## src/rtl/nand_erase_pkg.sv

```systemverilog
package nand_erase_pkg;
  localparam logic [7:0] OP_STATUS      = 8'h70;
  localparam logic [7:0] OP_READ_SPARE  = 8'h50;
  localparam logic [7:0] OP_ERASE_SETUP = 8'h60;
  localparam logic [7:0] OP_ERASE_GO    = 8'hD0;

  typedef enum logic [1:0] {
    RES_DONE   = 2'b00,
    RES_FAIL   = 2'b01,
    RES_REJECT = 2'b10
  } res_e;
endpackage

```

## src/rtl/erase_req_check.sv

```systemverilog
module erase_req_check #(
  parameter int ADDR_W      = 28,
  parameter int ERASE_SHIFT = 14,
  parameter int DEV_SIZE    = 1 << 26
) (
  input  logic [ADDR_W-1:0] start,
  input  logic [ADDR_W-1:0] len,
  output logic              ok
);
  localparam logic [ADDR_W-1:0] BLK_MASK = ADDR_W'((64'd1 << ERASE_SHIFT) - 64'd1);
  localparam logic [ADDR_W:0]   DEV_LIM  = (ADDR_W+1)'(DEV_SIZE);

  logic            misaligned;
  logic [ADDR_W:0] end_addr;

  always_comb begin
    misaligned = (|(start & BLK_MASK)) | (|(len & BLK_MASK));
    end_addr   = {1'b0, start} + {1'b0, len};
    ok         = !misaligned && (end_addr <= DEV_LIM);
  end
endmodule

```

## src/rtl/erase_block_walker.sv

```systemverilog
module erase_block_walker #(
  parameter int ADDR_W      = 28,
  parameter int PAGE_SHIFT  = 9,
  parameter int ERASE_SHIFT = 14
) (
  input  logic                         clk,
  input  logic                         rst_n,
  input  logic                         load,
  input  logic [ADDR_W-PAGE_SHIFT-1:0] start_page,
  input  logic [ADDR_W-1:0]            len,
  input  logic                         step,
  output logic [ADDR_W-PAGE_SHIFT-1:0] page,
  output logic                         rem_zero
);
  localparam int PAGE_W = ADDR_W - PAGE_SHIFT;
  localparam logic [PAGE_W-1:0] PPB       = PAGE_W'(64'd1 << (ERASE_SHIFT - PAGE_SHIFT));
  localparam logic [ADDR_W-1:0] BLK_BYTES = ADDR_W'(64'd1 << ERASE_SHIFT);

  logic [PAGE_W-1:0] page_q;
  logic [ADDR_W-1:0] rem_q;

  always_ff @(posedge clk or negedge rst_n) begin
    if (!rst_n) begin
      page_q <= '0;
      rem_q  <= '0;
    end else if (load) begin
      page_q <= start_page;
      rem_q  <= len;
    end else if (step) begin
      page_q <= page_q + PPB;
      rem_q  <= rem_q - BLK_BYTES;
    end
  end

  assign page     = page_q;
  assign rem_zero = (rem_q == '0);

  AST_STEP_STRIDE: assert property (@(posedge clk) disable iff (!rst_n)
    step && !load |=> page_q == $past(page_q) + PPB);
endmodule

```

## src/rtl/erase_seq_ctrl.sv

```systemverilog
module erase_seq_ctrl
  import nand_erase_pkg::*;
#(
  parameter int PAGE_W = 19,
  parameter int BB_COL = 5
) (
  input  logic              clk,
  input  logic              rst_n,
  input  logic              req_valid,
  output logic              req_ready,
  input  logic              req_ok,
  output logic              ld,
  output logic              step,
  input  logic [PAGE_W-1:0] page,
  input  logic              rem_zero,
  output logic              cmd_valid,
  input  logic              cmd_ready,
  output logic [7:0]        cmd_code,
  output logic              cmd_col_en,
  output logic [7:0]        cmd_col,
  output logic              cmd_page_en,
  output logic [PAGE_W-1:0] cmd_page,
  input  logic              rsp_valid,
  input  logic [7:0]        rsp_data,
  output logic              wait_start,
  input  logic              wait_done,
  input  logic              wait_intr,
  input  logic              wait_fail,
  output logic              done,
  output logic [1:0]        result,
  output logic [PAGE_W-1:0] fail_page
);
  typedef enum logic [3:0] {
    S_IDLE, S_WP_CMD, S_WP_RSP, S_NEXT, S_BB_CMD, S_BB_RSP,
    S_ER_SETUP, S_ER_GO, S_WAIT_GO, S_WAIT
  } st_e;

  st_e  st_q;
  logic fin;
  res_e fin_res;
  logic fin_rec_page;

  assign req_ready  = (st_q == S_IDLE);
  assign wait_start = (st_q == S_WAIT_GO);
  assign cmd_valid  = (st_q == S_WP_CMD) || (st_q == S_BB_CMD) ||
                      (st_q == S_ER_SETUP) || (st_q == S_ER_GO);
  assign cmd_page   = page;

  always_comb begin
    cmd_code    = OP_STATUS;
    cmd_col_en  = 1'b0;
    cmd_col     = '0;
    cmd_page_en = 1'b0;
    unique case (st_q)
      S_BB_CMD: begin
        cmd_code    = OP_READ_SPARE;
        cmd_col_en  = 1'b1;
        cmd_col     = 8'(BB_COL);
        cmd_page_en = 1'b1;
      end
      S_ER_SETUP: begin
        cmd_code    = OP_ERASE_SETUP;
        cmd_page_en = 1'b1;
      end
      S_ER_GO:  cmd_code = OP_ERASE_GO;
      default:  cmd_code = OP_STATUS;
    endcase
  end

  always_comb begin
    ld           = 1'b0;
    step         = 1'b0;
    fin          = 1'b0;
    fin_res      = RES_DONE;
    fin_rec_page = 1'b0;
    case (st_q)
      S_IDLE: if (req_valid) begin
        if (req_ok) ld = 1'b1;
        else begin
          fin     = 1'b1;
          fin_res = RES_REJECT;
        end
      end
      S_WP_RSP: if (rsp_valid && !rsp_data[7]) begin
        fin          = 1'b1;
        fin_res      = RES_FAIL;
        fin_rec_page = 1'b1;
      end
      S_NEXT: if (rem_zero) fin = 1'b1;
      S_BB_RSP: if (rsp_valid && rsp_data != 8'hFF) begin
        fin          = 1'b1;
        fin_res      = RES_FAIL;
        fin_rec_page = 1'b1;
      end
      S_WAIT: if (wait_done && !wait_intr) begin
        if (wait_fail) begin
          fin          = 1'b1;
          fin_res      = RES_FAIL;
          fin_rec_page = 1'b1;
        end else step = 1'b1;
      end
      default: ;
    endcase
  end

  always_ff @(posedge clk or negedge rst_n) begin
    if (!rst_n) begin
      st_q      <= S_IDLE;
      done      <= 1'b0;
      result    <= RES_DONE;
      fail_page <= '0;
    end else begin
      done <= fin;
      if (fin) begin
        result <= fin_res;
        st_q   <= S_IDLE;
        if (fin_rec_page) fail_page <= page;
      end else begin
        case (st_q)
          S_IDLE:     if (req_valid) st_q <= S_WP_CMD;
          S_WP_CMD:   if (cmd_ready) st_q <= S_WP_RSP;
          S_WP_RSP:   if (rsp_valid) st_q <= S_NEXT;
          S_NEXT:     st_q <= S_BB_CMD;
          S_BB_CMD:   if (cmd_ready) st_q <= S_BB_RSP;
          S_BB_RSP:   if (rsp_valid) st_q <= S_ER_SETUP;
          S_ER_SETUP: if (cmd_ready) st_q <= S_ER_GO;
          S_ER_GO:    if (cmd_ready) st_q <= S_WAIT_GO;
          S_WAIT_GO:  st_q <= S_WAIT;
          S_WAIT: if (wait_done) st_q <= wait_intr ? S_ER_SETUP : S_NEXT;
          default:    st_q <= S_IDLE;
        endcase
      end
    end
  end

  AST_DONE_PULSE: assert property (@(posedge clk) disable iff (!rst_n)
    done |=> !done);
  AST_IDLE_QUIET: assert property (@(posedge clk) disable iff (!rst_n)
    req_ready |-> !cmd_valid && !wait_start);
  AST_CMD_HOLD: assert property (@(posedge clk) disable iff (!rst_n)
    cmd_valid && !cmd_ready |=> cmd_valid && $stable(cmd_code) && $stable(cmd_page)
      && $stable(cmd_col_en) && $stable(cmd_page_en));
  AST_SETUP_PAGE_ONLY: assert property (@(posedge clk) disable iff (!rst_n)
    cmd_valid && cmd_code == OP_ERASE_SETUP |-> cmd_page_en && !cmd_col_en);
  AST_GO_NO_ADDR: assert property (@(posedge clk) disable iff (!rst_n)
    cmd_valid && cmd_code == OP_ERASE_GO |-> !cmd_page_en && !cmd_col_en);
  AST_WAIT_AFTER_GO: assert property (@(posedge clk) disable iff (!rst_n)
    wait_start |-> $past(cmd_valid && cmd_ready && cmd_code == OP_ERASE_GO));
endmodule

```

## src/rtl/nand_erase_seq.sv

```systemverilog
module nand_erase_seq
  import nand_erase_pkg::*;
#(
  parameter int ADDR_W      = 28,
  parameter int PAGE_SHIFT  = 9,
  parameter int ERASE_SHIFT = 14,
  parameter int DEV_SIZE    = 1 << 26,
  parameter int BB_COL      = 5
) (
  input  logic                         clk,
  input  logic                         rst_n,
  input  logic                         req_valid,
  output logic                         req_ready,
  input  logic [ADDR_W-1:0]            req_start,
  input  logic [ADDR_W-1:0]            req_len,
  output logic                         cmd_valid,
  input  logic                         cmd_ready,
  output logic [7:0]                   cmd_code,
  output logic                         cmd_col_en,
  output logic [7:0]                   cmd_col,
  output logic                         cmd_page_en,
  output logic [ADDR_W-PAGE_SHIFT-1:0] cmd_page,
  input  logic                         rsp_valid,
  input  logic [7:0]                   rsp_data,
  output logic                         wait_start,
  input  logic                         wait_done,
  input  logic                         wait_intr,
  input  logic                         wait_fail,
  output logic                         done,
  output logic [1:0]                   result,
  output logic [ADDR_W-PAGE_SHIFT-1:0] fail_page
);
  localparam int PAGE_W = ADDR_W - PAGE_SHIFT;

  logic              req_ok;
  logic              ld;
  logic              step;
  logic              rem_zero;
  logic [PAGE_W-1:0] page;

  erase_req_check #(
    .ADDR_W(ADDR_W), .ERASE_SHIFT(ERASE_SHIFT), .DEV_SIZE(DEV_SIZE)
  ) u_check (
    .start(req_start), .len(req_len), .ok(req_ok)
  );

  erase_block_walker #(
    .ADDR_W(ADDR_W), .PAGE_SHIFT(PAGE_SHIFT), .ERASE_SHIFT(ERASE_SHIFT)
  ) u_walk (
    .clk(clk), .rst_n(rst_n), .load(ld),
    .start_page(req_start[ADDR_W-1:PAGE_SHIFT]), .len(req_len),
    .step(step), .page(page), .rem_zero(rem_zero)
  );

  erase_seq_ctrl #(
    .PAGE_W(PAGE_W), .BB_COL(BB_COL)
  ) u_ctrl (
    .clk(clk), .rst_n(rst_n),
    .req_valid(req_valid), .req_ready(req_ready), .req_ok(req_ok),
    .ld(ld), .step(step), .page(page), .rem_zero(rem_zero),
    .cmd_valid(cmd_valid), .cmd_ready(cmd_ready), .cmd_code(cmd_code),
    .cmd_col_en(cmd_col_en), .cmd_col(cmd_col), .cmd_page_en(cmd_page_en),
    .cmd_page(cmd_page), .rsp_valid(rsp_valid), .rsp_data(rsp_data),
    .wait_start(wait_start), .wait_done(wait_done), .wait_intr(wait_intr),
    .wait_fail(wait_fail), .done(done), .result(result), .fail_page(fail_page)
  );

  AST_REJECT_PROMPT: assert property (@(posedge clk) disable iff (!rst_n)
    req_valid && req_ready && !req_ok |=> done && result == RES_REJECT);
  AST_ACCEPT_STATUS_FIRST: assert property (@(posedge clk) disable iff (!rst_n)
    req_valid && req_ready && req_ok |=> cmd_valid && cmd_code == OP_STATUS);
endmodule

```

## config.mk

```make
export PLATFORM = sky130hd
export DESIGN_NAME = nand_erase_seq
export DESIGN_NICKNAME = d
export VERILOG_FILES = /design/src/rtl/nand_erase_pkg.sv /design/src/rtl/erase_req_check.sv /design/src/rtl/erase_block_walker.sv /design/src/rtl/erase_seq_ctrl.sv /design/src/rtl/nand_erase_seq.sv
export SDC_FILE = /design/constraint.sdc
export NUM_CORES = 1
export LEC_CHECK = 0
export BUFFER_PORTS_ARGS = -buffer_cell sky130_fd_sc_hd__clkbuf_2
export CORE_MARGIN = 5
export CORE_UTILIZATION = 50
export CTS_CLUSTER_DIAMETER = 40
export CTS_CLUSTER_SIZE = 25
export DETAILED_ROUTE_END_ITERATION = 10
export PLACE_DENSITY = 0.76
export SLEW_MARGIN = 20
export SYNTH_ARGS = -nofsm -noshare
export SYNTH_HDL_FRONTEND = slang
export SYNTH_SLANG_ARGS = --single-unit
```

## constraint.sdc

```tcl
create_clock -name clk -period 6.3 [get_ports clk]
set_clock_uncertainty 0.15 [all_clocks]
set_input_delay 1.26 -clock clk [delete_from_list [all_inputs] [get_ports clk]]
set_output_delay 1.26 -clock clk [all_outputs]
set_load 0.02 [all_outputs]
```

==> Word-level counts from Yosys, hierarchy flattened <==
Index checks and enable logic that the tools add are counted.
W data, S select, Z words.
{ "totals": {"ff_bits": 73, "word_cells": 88, "input_bits": 72, "out_inout_bits": 62} }
{ "op_classes": {"n_mux": 41, "addsub": 3, "n_eq_ne": 18, "magnitude_cmp": 1, "bitwise": 1, "reduce_logical": 18} }
{ "ops": {"columns": ["cell", "n"], "rows": [
  ["$mux W28", 2],
  ["$pmux W4 S10", 1],
  ["$mux W19", 2],
  ["$mux W4", 9],
  ["$add A28 B28 Y29", 1],
  ["$le A29 B27 Y1 const B", 1],
  ["$logic_not A28 Y1", 1],
  ["$reduce_or A14 Y1", 2],
  ["$sub A28 B15 Y28 const B", 1],
  ["$ne A3 B2 Y1 const B", 8],
  ["$pmux W8 S3", 1],
  ["$add A19 B6 Y19 const B", 1],
  ["$mux W1", 18],
  ["$eq A4 B3 Y1 const B", 4],
  ["$eq A4 B2 Y1 const B", 2],
  ["$eq A4 B4 Y1 const B", 2],
  ["$ne A8 B8 Y1 const B", 1],
  ["$pmux W2 S4", 1],
  ["$reduce_and A8 Y1", 1],
  ["$mux W2", 3],
  ["$mux W3", 2],
  ["$pmux W1 S5", 1],
  ["$eq A4 B1 Y1 const B", 1],
  ["$logic_and A1 B1 Y1", 4],
  ["other kinds (8)", 12]
]} }

==> Depth between registers and ports, before layout <==
Gate-level depths: netlist of the first run.
{ "depth": {"depth_word": 9, "depth_mapped": 14, "ltp_nobuf": 12} }

==> Cells and area by module <==
From an unflattened synthesis of the first run, not the netlist that was laid out.
{ "unflattened": {"hier_cells": 614, "area_unflattened_um2": 5696.7} }
{ "modules_own_cells": {"columns": ["mod", "instances", "area_per_inst_um2", "cells_each", "seq_area_each_um2"], "rows": [
  ["erase_block_walker", 1, 2282.2, 218, 1176.1],
  ["erase_req_check", 1, 1722.9, 249, 0.0],
  ["erase_seq_ctrl", 1, 1691.6, 147, 650.6]
]} }

==> Least setup slack after synthesis of the first run <==
Ideal clock, no wire load.
{ "synth_path": {"path_kind": "input to register", "startpoint": "input req_start[0]", "endpoint": "register u_walk.page_q[10], in the netlist u_walk.page[10]", "cell_stages": 14, "required_ps": 6023, "slack_ps": 989, "arrival_time_ps": 5033, "path_cell_list": "ha_1 fa_1 a211oi_1 o211ai_1 a21oi_1 nor2_1 or4b_2 a32o_1 or4_4 o31ai_4 and3_1 buf_4 buf_6 mux2_1"} }
{ "synth_between": {"elab_chain_len": 8, "word_cells_on_any_way": 11, "classes_between": "1 x add/sub; 1 x order compare; 4 x mux; 1 x bitwise; 4 x reduce/logical"} }
{ "synth_lines": {"columns": ["element", "line_no", "source"], "rows": [
  ["start: declaration", "nand_erase_seq.sv:14", "input logic [ADDR_W-1:0] req_start,"],
  ["parallel branches: the longest is 3 deep, another holds $add A28 B28 Y29", null, null],
  ["$logic_and A1 B1 Y1 (*)", "erase_req_check.sv:19", "ok = !misaligned && (end_addr <= DEV_LIM);"],
  ["$mux W1 (*)", "erase_seq_ctrl.sv:78", "if (req_ok) ld = 1'b1;"],
  ["$mux W1 (*)", "erase_seq_ctrl.sv:77", "S_IDLE: if (req_valid) begin"],
  ["$mux W1 (*)", "erase_seq_ctrl.sv:76", "case (st_q)"],
  ["$mux W19 or $reduce_bool A2 Y1 (tied branches)", null, null],
  ["end signal: assignment", "erase_block_walker.sv:27", "page_q <= start_page;"],
  ["end signal: assignment", "erase_block_walker.sv:30", "page_q <= page_q + PPB;"],
  ["end: declaration", "erase_block_walker.sv:19", "logic [PAGE_W-1:0] page_q;"]
]} }
Mark *: on every way between the ends.
A chain may end at the register's enable or synchronous reset.

==> Worst setup path in the final report of the first run <==
{ "layout_path": {"startpoint": "input req_start[0]", "endpoint": "register u_walk.page_q[13], in the netlist u_walk.page[13]"} }
Same word-level chain as after synthesis.

==> impl_results.md, run 1 <==
- Post-cts sizing count: 0
- Crit path depth: 14
- DR iter-0 viols: between 300 and 400
- Largest area contributor in the netlist: dfrtp_1
- Final Non-Filler Cells: 841
- Share of cells above drive strength 1: 24.3%
- Comb pwr share: about 36%
- First-pass GRT wire length: 24400 um
- Sequential Power Share: 34.9%
- Power Total: roughly 1.6 mW
- Worst setup margin: between 0.7 and 0.8 ns
- Clock Tree Buf Depth: 2
- Layout Nets: 800
- Post-route core utilization: 58.7%
- Post-synthesis cell type count: 67
- Fraction of registers with async set/reset: 100%
- Setup violations, final: 0
- RSZ-0062 raised after global routing: no
- Routed Antenna Nets: 0
- PortBufs: 122
- Pleak: 3.09 nW
- Core area: 10700 um^2
- Total track usage: 23.4%
- Post-synth EDFFs: 0
- Crit-path max FO: 44
- TNS Setup: 0 ns
- Status: finished clean
- CTS H-tree lvls: 3
- Clk pwr share: ~29%
- Post-CTS setup buffer count: 0
- FF+latch count, synth: 73
- Max Cap Violations: 0
- Detailed-placement wirelength estimate: 11900 um
- Core Rows: 38
- Die width: 114 um
- Post-synthesis sequential area ratio: 33.9%
- Syn Area/Cell: 9.15 um^2
- Initial Utilization: 50.4%
- Routed wire per std cell: 17.9 um
- Residual DRC: 0
- CP Capture Type: flip-flop
- Peak supply drop: 0.200 mV
- Placed insts: 825
- Post-DP Area: around 6000 um^2
- CTS tree: yes
- Hold Crit Depth: 1
- CP peak stage delay: between 0.6 and 0.7 ns
- Hold Crit Class: flip-flop to flip-flop
- Filler cell count: just over 900
- Worst slew pin tran: between 1 and 1.5 ns
- CTS Root Cell: clkbuf_8
- Worst path buffer plus inverter count: 2
- Crit path max-delay cell type: or4b_2
- Clk Latency, worst-skew pair: ~0.36 ns
- Hold_ws: 0.353 ns
- # hold bufs at CTS: 0
- P_int: 1.00 mW
- Hold Vio Cnt, Final: 0
- Final Max Tran Viols: 0
- Die H: 114 um
- PwrDens: roughly 250 nW/um^2
- Pre-Repair DR Iteration Count: 5
- Critical path's top delay family: compound AO/OA/AOI/OAI gates
- Via Count: 5041
- Syn Inst Count: about 600
- Fin area: around 6300 um^2
- Period Utilization, post-route: 88.5%
- Slew HR: 27.5%
- Critical path type: primary input to flip-flop
- CP required: 6.39 ns
- Full die area: 13000 um^2
- CTS buffer count: 9
- Largest cells by area after synthesis: dfrtp_1, ha_1, mux2_1
- Antenna cells: 0
- Predominant post-synthesis flop cell: dfrtp_1
- Layout overhead on the synthesized area: 16.6%
- Placement Setup Slack: 0.429 ns
- Post-route minimum period: ~5.6 ns
- Top-level port count: between 100 and 150
- Worst setup SP type: primary input
- Worst reg2reg setup slack: around 2.8 ns
- GRT overflow: 0
- Worst-path clk slew: ~0.070 ns
- Initial antenna violation count: 0
- Sw Share: 37.0%
- DR vias/cell: 5.99
- Post-synth top area share: 33.9%
- Final wirelength: 15100 um
- Reg2Reg Depth: 11
- Synthesis warning total: 0
- Largest net degree at the start of global routing: 74
- Switching Power: 588 uW
- Vias in the first global route: 4984
- Crit path DAT: 5.66 ns
- Total clock sinks: 73
- Fmax: 179 MHz
- CP cell instances: clkbuf_2, ha_1, fa_1, a211oi_1, o211ai_1, a21oi_1, nor2_1, or4b_2, a32o_1, or4_4, o31ai_4, and3_1, buf_12, mux2_1
- Routability congestion estimate: 0.917
- Post-Syn Area: 5390 um^2
cell usage after synthesis, drive strengths merged, types with 6 or more instances:
master	instances
nand4	15
or4	7
o211ai	8
o21a	6
nor3	20
nor2b	24
xnor2	24
a221o	7
o21ai	27
a31oi	7
nor2	41
nand2	42
nand3	13
buf	23
xor2	12
and3	11
clkbuf	16
dfrtp	73
inv	13
a21oi	36
a211oi	8
mux2	39
nor4	17
ha	31
worst paths after layout:
kind	start	end
worst max-delay path	req_start[0]	u_walk.page[13]
worst min-delay path	u_walk.rem_q[2]	u_walk.rem_q[2]
worst max register to register	u_ctrl.st_q[0]	u_walk.page[17]
worst min register to register	u_walk.rem_q[2]	u_walk.rem_q[2]
max in group asynchronous	rst_n	u_ctrl.fail_page[14]
min in group asynchronous	rst_n	u_ctrl.fail_page[3]
flip-flops by register name, indices dropped and copies added, names as in the netlist:
register and count:
u_walk.rem_q 28, u_ctrl.fail_page 19, u_walk.page 19, u_ctrl.st_q 4
u_ctrl.result 2, u_ctrl.done 1
kinds of logic after synthesis:
family,after synthesis,share of synthesized area (%)
adder cells (fa/ha/maj),32,7.57
other,2,0.139
XOR/XNOR,36,5.85
multiplexers,42,8.70
buffers and inverters,52,5.01
AO/OA/AOI/OAI,137,17.7
flip-flops,73,33.9
AND/OR/NAND/NOR,215,21.2
final cells by class:
cell class	count	area [um^2]	area share, %
multi-input cells	473	3330	52.9
flip-flops and latches	73	1830	29.1
repair buffers	126	653	10.4
well taps	140	175	2.79
clock buffers	12	155	2.47
clock inverters	4	98.8	1.57
inverters	13	48.8	0.776
layer usage:
metal / vias to the layer above / GRT usage (%) / part of all wire (%)
met2: 219 / 39.5 / 47
met4: 0 / 9.42 / 3.3
met3: 36 / 3.98 / 7.0
met5: - / 0 / 0
met1: 2393 / 29.9 / 43
li1: 2393 / - / -
placed cells by master, fill, tap and decap left out, types with 20 or more instances in the layout:
cell type	Yosys	final
a21oi_1	35	35
nand2_1	42	42
clkbuf_2	0	121
ha_1	31	31
nor2_1	41	41
xnor2_1	24	24
dfrtp_1	73	73
mux2_1	20	20
nor2b_1	24	24
nor3_1	20	20
power by group through the flow:
stage               sequential, mW  clock (mW)  combinational, mW
finish                       0.555       0.460              0.575
global route                 0.563       0.487              0.627
CTS                          0.553       0.466              0.571
detailed placement           0.562           0              0.568
global placement             0.559           0              0.552
floorplan                    0.541           0              0.433
Note: power is estimated with default switching activity, not from simulation.
==> run 2, diff against run 1 <==
BUFFER_PORTS_ARGS = -buffer_cell sky130_fd_sc_hd__buf_2   (was -buffer_cell sky130_fd_sc_hd__clkbuf_2)
CAP_MARGIN = 40   (was unset)
REMOVE_ABC_BUFFERS = 1   (was unset)
==> impl_results.md, run 2 (same netlist as run 1, synthesis figures left out) <==
- Clk pwr share: approximately 23%
- Via Count: 5122
- Die width: 114 um
- Worst setup SP type: primary input
- Hold Crit Class: flip-flop to flip-flop
- Top-level port count: 134
- Pre-Repair DR Iteration Count: 5
- Layout overhead on the synthesized area: 16.0%
- Routed Antenna Nets: 0
- Fmax: 181 MHz
- Max FFs per register: 28
- Antenna cells: 0
- Residual DRC: 0
- Reg2reg start: u_ctrl.st_q[0]
- Slew HR: 47.2%
- Vias in the first global route: 4997
- CTS Root Cell: clkbuf_8
- Clock Tree Buf Depth: 2
- CTS tree: yes
- TNS Setup: 0 ns
- RSZ-0062 raised after global routing: no
- Placement Setup Slack: 0.456 ns
- First-pass GRT wire length: about 25000 um
- GRT overflow: 0
- Hold_ws: 0.355 ns
- Critical path type: primary input to flip-flop
- Final wirelength: between 15000 and 20000 um
- Final Non-Filler Cells: approximately 850
- Total track usage: 23.7%
- Full die area: 13000 um^2
- Worst slew pin tran: 0.785 ns
- Placed insts: 828
- Period Utilization, post-route: 87.7%
- Biggest register: u_walk.rem_q
- Initial Utilization: roughly half
- Sequential Power Share: between 30% and 40%
- PortBufs: 122
- Core area: about 11000 um^2
- Crit path DAT: 5.60 ns
- Most frequent cells in the layout: buf_2, dfrtp_1, nand2_1
- Core Rows: 38
- Post-route minimum period: 5.53 ns
- Die H: 114 um
- DR vias/cell: roughly 6.1
- DR iter-0 viols: 411
- Pleak: 3.10 nW
- Setup violations, final: 0
- Layout Nets: 804
- Share of cells above drive strength 1: 24.5%
- Status: finished clean
- Hold Crit Depth: 1
- Post-CTS setup buffer count: 0
- Crit-path max FO: 26
- Routed wire per std cell: 18.3 um
- CP required: 6.37 ns
- Hold Vio Cnt, Final: 0
- Worst reg2reg setup slack: 2.75 ns
- Largest net degree at the start of global routing: 41
- Hold EP: u_walk.rem_q[3]
- Final Max Tran Viols: 0
- Max Cap Violations: 0
- CTS buffer count: 9
- Routability congestion estimate: 0.949
- Reg2Reg Depth: 11
- Peak supply drop: 0.132 mV
- Switching Power: roughly 590 uW
- Worst-path clk slew: 0.07 ns
- Post-route core utilization: approximately three fifths
- # hold bufs at CTS: 0
- Commonest non-fill, non-tap cell in the layout: buf_2
- PwrDens: 236 nW/um^2
- CP Capture Type: flip-flop
- Clk Latency, worst-skew pair: 0.35 ns
- Worst setup margin: 0.773 ns
- FF-to-FF End: u_walk.page[17]
- P_int: 891 uW
- Filler cell count: 959
- Hold_sp: u_walk.rem_q[3]
- Post-cts sizing count: 0
- Detailed-placement wirelength estimate: roughly 12000 um
- Sw Share: 39.7%
- Initial antenna violation count: 1
- Total clock sinks: 73
- Comb pwr share: between 30% and 40%
- CTS H-tree lvls: 3
run 2: changes by cell type in the layout (fill, tap and decap cells not counted), sizes merged:
cell | previous run | this run
bufinv | 3 | 0
buf | 5 | 129
dlymetal6s2s | 0 | 1
clkinvlp | 0 | 3
clkbuf | 133 | 12
run 2: cell type report:
cell class	count	area, um^2	area share, %
clock buffers	12	155	2.48
multi-input cells	473	3330	53.2
inverters	13	48.8	0.780
clock inverters	4	27.5	0.440
flip-flops and latches	73	1830	29.2
repair buffers	130	692	11.1
well taps	140	175	2.80
run 2: worst max-delay path, stage by stage:
cell and delay (ns):
buf_2 0.11, ha_1 0.23, fa_1 0.41, a211oi_1 0.37, o211ai_1 0.24, a21oi_1 0.31
nor2_1 0.11, or4b_2 0.63, a32o_1 0.24, or4_4 0.53, o31ai_4 0.25, and3_1 0.22
buf_4 0.31, mux2_1 0.37
run 2: power by group through the flow:
stage	combinational (mW)	clock (mW)	sequential, mW
floorplan	0.384	0	0.564
global route	0.649	0.361	0.559
global placement	0.567	0	0.559
detailed placement	0.583	0	0.560
finish	0.589	0.336	0.552
CTS	0.585	0.340	0.551
run 2: metal layers:
metal	part of all wire [%]	routed length, um	global-route usage [%]
met4	2.8	429	8.71
met1	41	6320	30.1
met5	0.084	13	0
met2	50	7780	41.4
met3	5.8	901	2.97
run 2: worst max-delay path by stage:
stage	start	slack [ns]	endpoint	cells after the start
floorplan	req_start[0]	0.36	u_walk.page[10]	12
global placement	req_start[0]	0.64	u_walk.page[17]	14
detailed placement	req_start[0]	0.46	u_walk.rem_q[24]	14
CTS	req_start[0]	0.83	u_walk.page[16]	14
global route	req_start[0]	0.51	u_walk.page[16]	14
finish	req_start[0]	0.77	u_walk.rem_q[24]	14
run 2: through the flow:
stage | instance area [um^2] | power (mW)
3_3_place_gp | 6030 | 1.13
5_1_grt | 6250 | 1.57
4_1_cts | 6240 | 1.48
2_1_floorplan | 5200 | 0.947
6_report | 6250 | 1.48
3_5_place_dp | 6060 | 1.14
